<file path="src/rtl/seg_xlate_pkg.sv">
package seg_xlate_pkg;

  typedef enum logic [1:0] {
    ACC_READ  = 2'd0,
    ACC_WRITE = 2'd1,
    ACC_EXEC  = 2'd2,
    ACC_RSVD  = 2'd3
  } acc_e;

  typedef enum logic [2:0] {
    FLT_NONE      = 3'd0,
    FLT_SEG_RANGE = 3'd1,
    FLT_INVALID   = 3'd2,
    FLT_LIMIT     = 3'd3,
    FLT_PERM      = 3'd4
  } fault_e;

  localparam int unsigned PERM_W  = 3;
  localparam int unsigned FAULT_W = 3;

endpackage

</file>
<file path="src/rtl/seg_table.sv">
module seg_table
  import seg_xlate_pkg::*;
#(
  parameter int unsigned NUM_SEG = 16,
  parameter int unsigned IDX_W   = 4,
  parameter int unsigned PA_W    = 16,
  parameter int unsigned LIM_W   = 13
) (
  input  logic              clk_i,
  input  logic              rst_ni,
  input  logic              wr_en_i,
  input  logic [IDX_W-1:0]  wr_idx_i,
  input  logic [PA_W-1:0]   wr_base_i,
  input  logic [LIM_W-1:0]  wr_limit_i,
  input  logic              wr_valid_i,
  input  logic [PERM_W-1:0] wr_perm_i,
  input  logic [IDX_W-1:0]  rd_idx_i,
  output logic [PA_W-1:0]   rd_base_o,
  output logic [LIM_W-1:0]  rd_limit_o,
  output logic              rd_valid_o,
  output logic [PERM_W-1:0] rd_perm_o
);

  logic [PA_W-1:0]   base_q  [NUM_SEG];
  logic [LIM_W-1:0]  limit_q [NUM_SEG];
  logic              valid_q [NUM_SEG];
  logic [PERM_W-1:0] perm_q  [NUM_SEG];

  for (genvar e = 0; e < NUM_SEG; e++) begin : g_entry
    logic hit;
    assign hit = wr_en_i && (wr_idx_i == IDX_W'(e));

    always_ff @(posedge clk_i or negedge rst_ni) begin
      if (!rst_ni) begin
        base_q[e]  <= '0;
        limit_q[e] <= '0;
        valid_q[e] <= 1'b0;
        perm_q[e]  <= '0;
      end else if (hit) begin
        base_q[e]  <= wr_base_i;
        limit_q[e] <= wr_limit_i;
        valid_q[e] <= wr_valid_i;
        perm_q[e]  <= wr_perm_i;
      end
    end
  end

  // Indices past the populated slots read as an empty entry.
  logic rd_in_tbl;
  assign rd_in_tbl = 32'(rd_idx_i) < NUM_SEG;

  always_comb begin
    rd_base_o  = '0;
    rd_limit_o = '0;
    rd_valid_o = 1'b0;
    rd_perm_o  = '0;
    if (rd_in_tbl) begin
      rd_base_o  = base_q[rd_idx_i];
      rd_limit_o = limit_q[rd_idx_i];
      rd_valid_o = valid_q[rd_idx_i];
      rd_perm_o  = perm_q[rd_idx_i];
    end
  end

endmodule

</file>
<file path="src/rtl/seg_check.sv">
module seg_check
  import seg_xlate_pkg::*;
#(
  parameter int unsigned IDX_W = 4,
  parameter int unsigned CNT_W = 5,
  parameter int unsigned OFF_W = 12,
  parameter int unsigned LIM_W = 13,
  parameter int unsigned PA_W  = 16
) (
  input  logic [IDX_W-1:0]  seg_i,
  input  logic [OFF_W-1:0]  off_i,
  input  acc_e              acc_i,
  input  logic [CNT_W-1:0]  cnt_i,
  input  logic [PA_W-1:0]   ent_base_i,
  input  logic [LIM_W-1:0]  ent_limit_i,
  input  logic              ent_valid_i,
  input  logic [PERM_W-1:0] ent_perm_i,
  output fault_e            fault_o,
  output logic [PA_W-1:0]   paddr_o
);

  logic seg_ok, off_ok, perm_ok;
  logic [PA_W-1:0] sum;

  // All comparisons evaluate in parallel; only the final select is ordered.
  assign seg_ok = CNT_W'(seg_i) < cnt_i;
  assign off_ok = LIM_W'(off_i) < ent_limit_i;
  assign sum    = ent_base_i + PA_W'(off_i);

  always_comb begin
    unique case (acc_i)
      ACC_READ:  perm_ok = ent_perm_i[0];
      ACC_WRITE: perm_ok = ent_perm_i[1];
      ACC_EXEC:  perm_ok = ent_perm_i[2];
      default:   perm_ok = 1'b0;
    endcase
  end

  always_comb begin
    if (!seg_ok)           fault_o = FLT_SEG_RANGE;
    else if (!ent_valid_i) fault_o = FLT_INVALID;
    else if (!off_ok)      fault_o = FLT_LIMIT;
    else if (!perm_ok)     fault_o = FLT_PERM;
    else                   fault_o = FLT_NONE;
  end

  assign paddr_o = (fault_o == FLT_NONE) ? sum : '0;

endmodule

</file>
<file path="src/rtl/seg_xlate_unit.sv">
module seg_xlate_unit
  import seg_xlate_pkg::*;
#(
  parameter int unsigned NUM_SEG = 16,
  parameter int unsigned OFF_W   = 12,
  parameter int unsigned PA_W    = 16,
  localparam int unsigned IDX_W  = (NUM_SEG > 1) ? $clog2(NUM_SEG) : 1,
  localparam int unsigned CNT_W  = $clog2(NUM_SEG + 1),
  localparam int unsigned LIM_W  = OFF_W + 1
) (
  input  logic               clk_i,
  input  logic               rst_ni,
  input  logic               req_valid_i,
  input  logic [IDX_W-1:0]   req_seg_i,
  input  logic [OFF_W-1:0]   req_off_i,
  input  logic [1:0]         req_acc_i,
  input  logic               cfg_wr_en_i,
  input  logic [IDX_W-1:0]   cfg_wr_idx_i,
  input  logic [PA_W-1:0]    cfg_wr_base_i,
  input  logic [LIM_W-1:0]   cfg_wr_limit_i,
  input  logic               cfg_wr_valid_i,
  input  logic [2:0]         cfg_wr_perm_i,
  input  logic               cfg_cnt_wr_i,
  input  logic [CNT_W-1:0]   cfg_cnt_i,
  output logic               rsp_valid_o,
  output logic [PA_W-1:0]    rsp_paddr_o,
  output logic [2:0]         rsp_fault_o
);

  logic [CNT_W-1:0]  cnt_q;
  logic [PA_W-1:0]   ent_base;
  logic [LIM_W-1:0]  ent_limit;
  logic              ent_valid;
  logic [PERM_W-1:0] ent_perm;
  fault_e            fault_d;
  logic [PA_W-1:0]   paddr_d;

  always_ff @(posedge clk_i or negedge rst_ni) begin
    if (!rst_ni)           cnt_q <= '0;
    else if (cfg_cnt_wr_i) cnt_q <= cfg_cnt_i;
  end

  seg_table #(
    .NUM_SEG (NUM_SEG),
    .IDX_W   (IDX_W),
    .PA_W    (PA_W),
    .LIM_W   (LIM_W)
  ) u_table (
    .clk_i      (clk_i),
    .rst_ni     (rst_ni),
    .wr_en_i    (cfg_wr_en_i),
    .wr_idx_i   (cfg_wr_idx_i),
    .wr_base_i  (cfg_wr_base_i),
    .wr_limit_i (cfg_wr_limit_i),
    .wr_valid_i (cfg_wr_valid_i),
    .wr_perm_i  (cfg_wr_perm_i),
    .rd_idx_i   (req_seg_i),
    .rd_base_o  (ent_base),
    .rd_limit_o (ent_limit),
    .rd_valid_o (ent_valid),
    .rd_perm_o  (ent_perm)
  );

  seg_check #(
    .IDX_W (IDX_W),
    .CNT_W (CNT_W),
    .OFF_W (OFF_W),
    .LIM_W (LIM_W),
    .PA_W  (PA_W)
  ) u_check (
    .seg_i       (req_seg_i),
    .off_i       (req_off_i),
    .acc_i       (acc_e'(req_acc_i)),
    .cnt_i       (cnt_q),
    .ent_base_i  (ent_base),
    .ent_limit_i (ent_limit),
    .ent_valid_i (ent_valid),
    .ent_perm_i  (ent_perm),
    .fault_o     (fault_d),
    .paddr_o     (paddr_d)
  );

  // Idle cycles clear the response so stale addresses never linger.
  always_ff @(posedge clk_i or negedge rst_ni) begin
    if (!rst_ni) begin
      rsp_valid_o <= 1'b0;
      rsp_paddr_o <= '0;
      rsp_fault_o <= FLT_NONE;
    end else begin
      rsp_valid_o <= req_valid_i;
      rsp_paddr_o <= req_valid_i ? paddr_d : '0;
      rsp_fault_o <= req_valid_i ? fault_d : FLT_NONE;
    end
  end

endmodule

</file>
<file path="config.mk">
export PLATFORM = sky130hd
export DESIGN_NAME = seg_xlate_unit
export DESIGN_NICKNAME = d
export VERILOG_FILES = /design/src/rtl/seg_xlate_pkg.sv /design/src/rtl/seg_table.sv /design/src/rtl/seg_check.sv /design/src/rtl/seg_xlate_unit.sv
export SDC_FILE = /design/constraint.sdc
export NUM_CORES = 1
export LEC_CHECK = 0
export BUFFER_PORTS_ARGS = -buffer_cell sky130_fd_sc_hd__buf_2
export CORE_ASPECT_RATIO = 0.75
export CORE_MARGIN = 4
export CORE_UTILIZATION = 30
export DETAILED_ROUTE_END_ITERATION = 12
export GPL_ROUTABILITY_DRIVEN = 0
export PLACE_DENSITY_LB_ADDON = 0.12
export SYNTH_ARGS = -nofsm -noshare
export SYNTH_HDL_FRONTEND = slang
export SYNTH_SLANG_ARGS = --single-unit
</file>
<file path="constraint.sdc">
create_clock -name clk_i -period 3.92 [get_ports clk_i]
set_clock_uncertainty 0.05 [all_clocks]
set_input_delay 0 -clock clk_i [delete_from_list [all_inputs] [get_ports clk_i]]
set_output_delay 0 -clock clk_i [all_outputs]
set_load 0.005 [all_outputs]
</file>
==> flow_summary.ini, run 1 <==
[floorplan]
dieWidth_um = 344
die_h_um = 260
die-area_um2 = 89200
row_count = 92
core_area_um2 = 83900
start_util = 0.302
io_pins = 85

[sta]
holdWs_ns = -0.0424
fin_crit_sh = 0.964
rsz0062_at_grt = false
setup-tns-final_ns = 0
finalHoldViolCount = 1
fin_crit_ns = 3.78
finalSetupViolations = 0
max_freq_mhz = 265
final_max_slew_viol_count = 0
max-slew-margin-rel = 0.291
tightest_slew_ns = 1.06

[placed_design]
dp.cells = 2689
hpwl_um = 43400
portBuffers = 84

[critical_path]
crit_type = flip-flop to flip-flop
crit_path_start_kind = flip-flop
cp_max_fo = 10
critPathCaptureType = flip-flop
path_cells = mux4_2, mux4_2, inv_1, ha_1, a21o_1, a211oi_1, a211o_1, a31o_2, and3_4, and3_1, dlygate4sd3_1
cp.required_ns = 4.43
cp.buffers_inverters = 2
slowest_stage = dlygate4sd3_1
cpMostUsedCell = mux4_2
rrSetupSlack_ns = 0.14
crit_family = multiplexers
cpPeakStageDelay_ns = 0.54
cp.arrival_ns = 4.29

[logic_synthesis]
synthTopCellsByCount = dfrtp_1 (553), mux2_2 (531), mux4_2 (157)
synthFlopType = dfrtp_1
synth_nets = 1644
yosysMostFrequentCell = dfrtp_1
ys_types = 42
yosys_warnings = 0
syn_area_per_cell_um2 = 16.3
yosysSeqAreaShare = 0.546
synthTopCellsByArea = dfrtp_1 (55%), mux2_2 (24%), mux4_2 (14%)
ys_ff_latch = 553
synth_cells = 1552
yosys.area.top_type_share = 0.546
synth_area_leader_cell = dfrtp_1
synth_area_um2 = 25300
async_reset_ff_frac = 1.00
synth_edf_count = 0

[route]
viasPerCell = 4.95
wl_met3_um = 2210
drc_errors = 0
highest_layer = met5
met1_length_um = 36500
met2_wirelength_um = 33300
wl_um = 73400
wl_per_cell_um = 25.6
num_vias = 14200
ant_nets = 0
drt_iter0_drc = 789
first_pass_iters = 5

[hold_path]
min_path_type = input pin to asynchronous set/reset pin

[global_route]
grt_overflow = 0
antenna_found_initial = 1
grtUsageTotal = 0.167
grt_pass1_vias = 15600
grt_max_degree = 111
grt_pass1_wl_um = 110000

[final_layout]
multiInputGateArea_um2 = 11000
final_cells = 2861
synthToLayoutAreaGrowth_pct = 17.7
final_util = 0.355
n_antenna_cell = 0
n_fill_cell = 7957
nets = 1782
seqCellArea_um2 = 13800
final_layout_size_suffix_gt1_frac = 0.543

[cts]
path_clk_slew_ns = 0.06
clk_latency_ns = 0.62
cts_root_buf = clkbuf_16
htreeDepth = 2
cts_sinks = 553
cts_tree = done
numCtsBuffers = 60
cts_buffer_depth = 3

[power]
peakVddDrop_mv = 0.333
powerDensity_nw_per_um2 = 554
leakagePower_nw = 12.7

[outcome]
violations = hold timing
status = finished, violations left

[flow_run]
maxCapViolations = 0
metrics by stage:
step | hold slack [ns] | total power, mW | setup slack (ns) | instance area, um^2
after global placement | 0.107 | 10.9 | 0.410 | 27300
after CTS | 0.00342 | 16.8 | 0.104 | 29800
after floorplan | -0.346 | 9.92 | 0.140 | 25300
after detailed placement | 0.114 | 11.0 | 0.423 | 27300
final | -0.0424 | 16.5 | 0.143 | 29800
after global routing | 0.0398 | 17.4 | 0.0105 | 29800
report_power, final:
| part | leakage (nW) | total, mW | internal (mW) | switching (mW) |
|---|---|---|---|---|
| clock | 0.932 | 5.63 | 3.25 | 2.38 |
| sequential | 6.81 | 7.63 | 7.00 | 0.635 |
| combinational | 4.95 | 3.27 | 2.00 | 1.27 |
logic make-up after synthesis:
kind of cell / Yosys count / synth area share
compound gates: 44 / 0.0109
mux: 697 / 0.384
xor+xnor: 13 / 0.00449
flops: 553 / 0.546
fa+ha+maj: 27 / 0.0136
buf+inv: 143 / 0.0240
simple gates: 75 / 0.0172
repair_timing:
action | 4_1_cts | 5_1_grt
endpoints found under the hold margin | 646 | 0
hold buffers | 64 | 0
setup endpoints to repair | 0 | 1
resized for setup | 0 | 1
setup buffers | 0 | 3
routing by layer:
metal / vias to the layer above / GRT usage
li1: 6078 / -
met1: 7828 / 0.252
met2: 179 / 0.258
met3: 88 / 0.0229
met4: 2 / 0.0347
met5: - / 0
cell type report:
type,count,share of cell area
Tap cell,1128,0.0473
Sequential cell,553,0.464
Clock inverter,12,0.00495
Timing Repair Buffer,202,0.0547
Inverter,17,0.00214
Multi-Input combinational cell,856,0.368
Clock buffer,93,0.0589
worst register-to-register path, stage by stage (launching register included):
cell           delay [ns]
dfrtp_1              0.40
mux4_2               0.47
mux4_2               0.48
inv_1                0.23
ha_1                 0.30
a21o_1               0.16
a211oi_1             0.22
a211o_1              0.16
a31o_2               0.23
and3_4               0.31
and3_1               0.18
dlygate4sd3_1        0.54
worst paths after layout:
kind,from,end,cells past startpoint
hold reg to reg,u_table.perm_q[11],u_table.perm_q[11],1
setup reg to reg,u_table.limit_q[6],rsp_paddr_o[5],11
setup / recovery,u_table.limit_q[6],rsp_paddr_o[5],11
max in group asynchronous,rst_ni,u_table.base_q[249],3
min in group clk_i,cfg_wr_idx_i[3],u_table.limit_q[7],4
hold / removal,rst_ni,u_table.base_q[189],2
state kept, by name, indices dropped and copies added (netlist names):
register,flops
cnt_q,5
rsp_fault_o,3
rsp_paddr_o,16
rsp_valid_o,1
u_table.base_q,256
u_table.limit_q,208
u_table.perm_q,48
u_table.valid_q,16
cell usage in the layout, fill, tap and decap left out, drive strengths merged, types with 8 or more instances in the layout:
cell type and n:
dlygate4sd3 64, a21o 8, nand2b 8, ha 26, a21oi 14, nor2 15
clkbuf 94, dfrtp 553, mux4 164, xnor2 10, buf 137, inv 18
and2 15, o21ai 10, nand2 11, nand3 8, mux2 531
(Power assumes the default switching activity.)
==> inputs of run 2 (changes only) <==
--- a/config.mk
+++ b/config.mk
@@ -7,7 +7,6 @@
 export LEC_CHECK = 0
 export BUFFER_PORTS_ARGS = -buffer_cell sky130_fd_sc_hd__buf_2
 export CORE_ASPECT_RATIO = 0.75
-export CORE_MARGIN = 4
 export CORE_UTILIZATION = 30
 export DETAILED_ROUTE_END_ITERATION = 12
 export GPL_ROUTABILITY_DRIVEN = 0
==> flow_summary.ini, run 2 (same netlist as run 1, synthesis figures left out) <==
[sta]
finalSetupViolations = 0
rsz0062_at_grt = false
max-slew-margin-rel = 0.274
final_max_slew_viol_count = 0
tightest_slew_ns = 1.09
fin_crit_ns = 3.80
max_freq_mhz = 263
holdWs_ns = 0.0567
finalHoldViolCount = 0
fin_crit_sh = 0.970
setup-tns-final_ns = 0

[power]
leakagePower_nw = 12.8
powerDensity_nw_per_um2 = 559
peakVddDrop_mv = 0.339

[critical_path]
cpPeakStageDelay_ns = 0.57
cp.arrival_ns = 4.27
crit_path_start_kind = flip-flop
path_cells = mux4_2, mux4_2, ha_2, inv_1, o22ai_1, or3_1, dlygate4sd3_1, and3_1, dlygate4sd3_1
crit_type = flip-flop to flip-flop
worstReg2RegStart = u_table.base_q[4]
crit_start = u_table.base_q[4]
cp_max_fo = 4
critPathCaptureType = flip-flop
slowest_stage = mux4_2
cp.required_ns = 4.38

[global_route]
grt_pass1_vias = 15500
grt_overflow = 0
grt_pass1_wl_um = 107000
grt_max_degree = 99
grtUsageTotal = 0.172
antenna_found_initial = 4

[route]
wl_per_cell_um = 24.8
first_pass_iters = 4
wl_um = 70800
viasPerCell = 4.94
ant_nets = 0
drc_errors = 0
num_vias = 14100
drt_iter0_drc = 854

[final_layout]
n_fill_cell = 7905
largest_reg_flops = 256
nets = 1781
multiInputGateArea_um2 = 11000
reg.largest.list = u_table.base_q (256), u_table.limit_q (208), u_table.perm_q (48)
synthToLayoutAreaGrowth_pct = 18.5
mostFrequentLayoutCells = dfrtp_1 (553), mux2_2 (531), mux4_2 (157), buf_2 (80), dlygate4sd3_1 (68)
seqCellArea_um2 = 13800
final_cells = 2849
top_register = u_table.base_q
final_layout_size_suffix_gt1_frac = 0.549
layout_commonest_cell = dfrtp_1

[flow_run]
maxCapViolations = 0

[placed_design]
dp.cells = 2674
hpwl_um = 41800
portBuffers = 84

[floorplan]
dieWidth_um = 338
io_pins = 85
row_count = 91
core_area_um2 = 82900
die_h_um = 254
start_util = 0.306
die-area_um2 = 85600

[cts]
numCtsBuffers = 60
clk_latency_ns = 0.64
path_clk_slew_ns = 0.06
htreeDepth = 2
cts_setup_buffers = 0
cts_root_buf = clkbuf_16
cts_sinks = 553
cts_buffer_depth = 3
cts_tree = done

[outcome]
status = finished clean

[hold_path]
min_from = cfg_wr_idx_i[1]
min_path_type = input pin to flip-flop
run 2: per-stage QoR:
stage	util	setup WS, ns	cell area [um^2]	power [mW]
after floorplan	-	0.140	25300	9.92
after detailed placement	0.328	0.383	27200	10.9
final	0.362	0.116	30000	16.8
after global placement	0.328	0.409	27200	10.9
after CTS	0.362	0.0489	30000	17.0
after global routing	0.362	0.0199	30000	17.7
run 2: final timing paths:
kind / to / slack (ns) / depth (start not counted)
max: rsp_paddr_o[5] / 0.12 / 9
min: u_table.base_q[20] / 0.06 / 4
max reg2reg: rsp_paddr_o[5] / 0.12 / 9
min reg2reg: u_table.limit_q[180] / 0.45 / 1
max in group asynchronous: u_table.limit_q[24] / 2.57 / 4
min in group asynchronous: u_table.limit_q[144] / 0.36 / 3
run 2: worst max-delay path, delay by kind of cell (launching register included):
kind | cells | cell delay, ns
and+or+nand+nor | 2 | 0.48
muxes | 2 | 1.06
AOI/OAI and AO/OA | 1 | 0.12
buffers and inverters | 3 | 1.22
adders and majority gates | 1 | 0.34
DFF | 1 | 0.39
run 2: routing by layer:
| metal | vias to the layer above | wire, um | track usage | share of wire |
|---|---|---|---|---|
| met4 | 4 | 1270 | 0.0409 | 0.018 |
| met5 | - | 23 | 0 | 0.00032 |
| met3 | 80 | 2550 | 0.0249 | 0.036 |
| met2 | 185 | 32600 | 0.265 | 0.46 |
| met1 | 7713 | 34400 | 0.254 | 0.49 |
| li1 | 6082 | - | - | - |
run 2: power breakdown:
group / switching, mW / internal (mW) / leakage, nW
Clock: 2.36 / 3.52 / 1.02
Sequential: 0.634 / 7.00 / 6.81
Combinational: 1.26 / 2.01 / 4.95
Total: 4.26 / 12.5 / 12.8
run 2: cell type report:
cell class / instances / share of cell area
clock buffers: 93 / 0.0626
repair buffers: 201 / 0.0551
inverters: 17 / 0.00213
clock inverters: 12 / 0.00596
multi-input cells: 856 / 0.367
well taps: 1116 / 0.0465
diodes: 1 / 0.0000833
flip-flops and latches: 553 / 0.461
run 2: repair_timing:
item | in CTS | in global routing
endpoints found under the setup margin | 0 | 2
hold buffers | 69 | 0
gates resized for setup | 0 | 6
endpoints found under the hold margin | 891 | 0
==> inputs of run 3 (changes only) <==
--- a/config.mk
+++ b/config.mk
@@ -11,6 +11,7 @@
 export DETAILED_ROUTE_END_ITERATION = 12
 export GPL_ROUTABILITY_DRIVEN = 0
 export PLACE_DENSITY_LB_ADDON = 0.12
+export RECOVER_POWER = 25
 export SYNTH_ARGS = -nofsm -noshare
 export SYNTH_HDL_FRONTEND = slang
 export SYNTH_SLANG_ARGS = --single-unit
==> flow_summary.ini, run 3 (same netlist as run 1, synthesis figures left out) <==
[global_route]
antenna_found_initial = 4
grt_pass1_wl_um = 107000
grt_overflow = 0
grtUsageTotal = 0.172
grt_pass1_vias = 15500
grt_max_degree = 99

[critical_path]
cp.arrival_ns = 4.28
cp_max_fo = 4
critPathCaptureType = flip-flop
cp.required_ns = 4.38
reg2reg_depth = 9
worstReg2RegStart = u_table.base_q[4]
r2r-end = rsp_paddr_o[5]
crit_type = flip-flop to flip-flop
rrSetupSlack_ns = 0.10
crit_path_start_kind = flip-flop

[route]
drc_errors = 0
num_vias = 14100
first_pass_iters = 5
drt_iter0_drc = 901
viasPerCell = 4.94
wl_per_cell_um = 24.8
ant_nets = 0
wl_um = 70700

[sta]
final_max_slew_viol_count = 25
fin_crit_sh = 0.973
finalSetupViolations = 0
fin_crit_ns = 3.82
finalHoldViolCount = 0
max-slew-margin-rel = -0.435
tightest_slew_ns = 2.15
fin_ws_ns = 0.104
rsz0062_at_grt = false
max_freq_mhz = 262
setup-tns-final_ns = 0

[final_layout]
final_layout_size_suffix_gt1_frac = 0.542
reg.largest.list = u_table.base_q (256), u_table.limit_q (208), u_table.perm_q (48)
final_util = 0.361
synthToLayoutAreaGrowth_pct = 18.1
layout_commonest_cell = dfrtp_1
nets = 1781
multiInputGateArea_um2 = 11000
mostFrequentLayoutCells = dfrtp_1 (553), mux2_2 (531), mux4_2 (157), buf_2 (70), dlygate4sd3_1 (68)
top_register = u_table.base_q
seqCellArea_um2 = 13800
largest_reg_flops = 256
n_fill_cell = 7925

[floorplan]
die_h_um = 254
dieWidth_um = 338
io_pins = 85
row_count = 91
start_util = 0.306
core_area_um2 = 82900
die-area_um2 = 85600

[cts]
numCtsBuffers = 60
clk_latency_ns = 0.64
cts_buffer_depth = 3
cts_sinks = 553
cts_tree = done
path_clk_slew_ns = 0.06
htreeDepth = 2
cts_setup_buffers = 0
cts_root_buf = clkbuf_16

[hold_path]
min_from = cfg_wr_idx_i[1]
holdPathStages = 4
holdPathEnd = u_table.limit_q[72]
min_path_type = input pin to flip-flop

[placed_design]
portBuffers = 84
place_ws_ns = 0.383
hpwl_um = 41800

[outcome]
violations = capacitance limit, slew limit
status = finished, violations left

[power]
leakagePower_nw = 12.7
powerDensity_nw_per_um2 = 561
peakVddDrop_mv = 0.339

[flow_run]
maxCapViolations = 1
-- run 3: cell types whose count changed in the layout (fill, tap and decap cells not counted), sizes merged --
cell and change:
clkbuf +15, buf -15
-- run 3: routing by layer --
metal / track usage / part of all wire
met4: 0.0409 / 0.017
met5: 0 / 0.00033
met2: 0.265 / 0.46
met1: 0.254 / 0.49
met3: 0.0249 / 0.030
-- run 3: worst max-delay path, stage by stage, from the launching register on --
cell and delay [ns]:
dfrtp_1 0.39, mux4_2 0.49, mux4_2 0.58, ha_2 0.34
inv_1 0.10, o22ai_1 0.12, or3_1 0.32, dlygate4sd3_1 0.57
and3_1 0.17, dlygate4sd3_1 0.56
-- run 3: stage by stage --
stage / cell area, um^2 / total power [mW] / cells / hold slack [ns]
3_3_place_gp: 27200 / 10.9 / 2674 / 0.0211
6_report: 29900 / 16.8 / 2849 / 0.0274
5_1_grt: 29900 / 17.7 / 2848 / 0.0416
3_5_place_dp: 27200 / 10.9 / 2674 / 0.0314
2_1_floorplan: 25300 / 9.92 / 1552 / -0.346
4_1_cts: 30000 / 17.0 / 2848 / 0.0145
-- run 3: repair_timing --
item | CTS | global route
setup endpoints to repair | 0 | 2
gates resized for setup | 0 | 6
endpoints found under the hold margin | 891 | 0
hold buffers | 69 | 0
-- run 3: power by group --
group	total (mW)	internal (mW)	switching, mW
Combinational	3.26	2.00	1.26
Sequential	7.63	7.00	0.634
Clock	5.89	3.52	2.37
Total	16.8	12.5	4.26
-- run 3: how the worst max path moves through the flow --
stage / start / end / slack (ns)
after floorplan: req_seg_i[0] / rsp_paddr_o[12] / 0.14
after CTS: u_table.base_q[16] / rsp_paddr_o[8] / 0.05
after detailed placement: req_seg_i[0] / rsp_paddr_o[5] / 0.38
after global placement: req_seg_i[0] / rsp_paddr_o[14] / 0.41
after global routing: u_table.base_q[81] / rsp_paddr_o[5] / 0.02
final: u_table.base_q[4] / rsp_paddr_o[5] / 0.10
-- run 3: layout make-up --
type,count,area share
clock inverter,12,0.00598
clock buffer,93,0.0628
tap,1116,0.0467
antenna,1,0.0000836
inverter,17,0.00213
timing repair buffer,201,0.0526
sequential,553,0.462
multi-input combinational,856,0.367
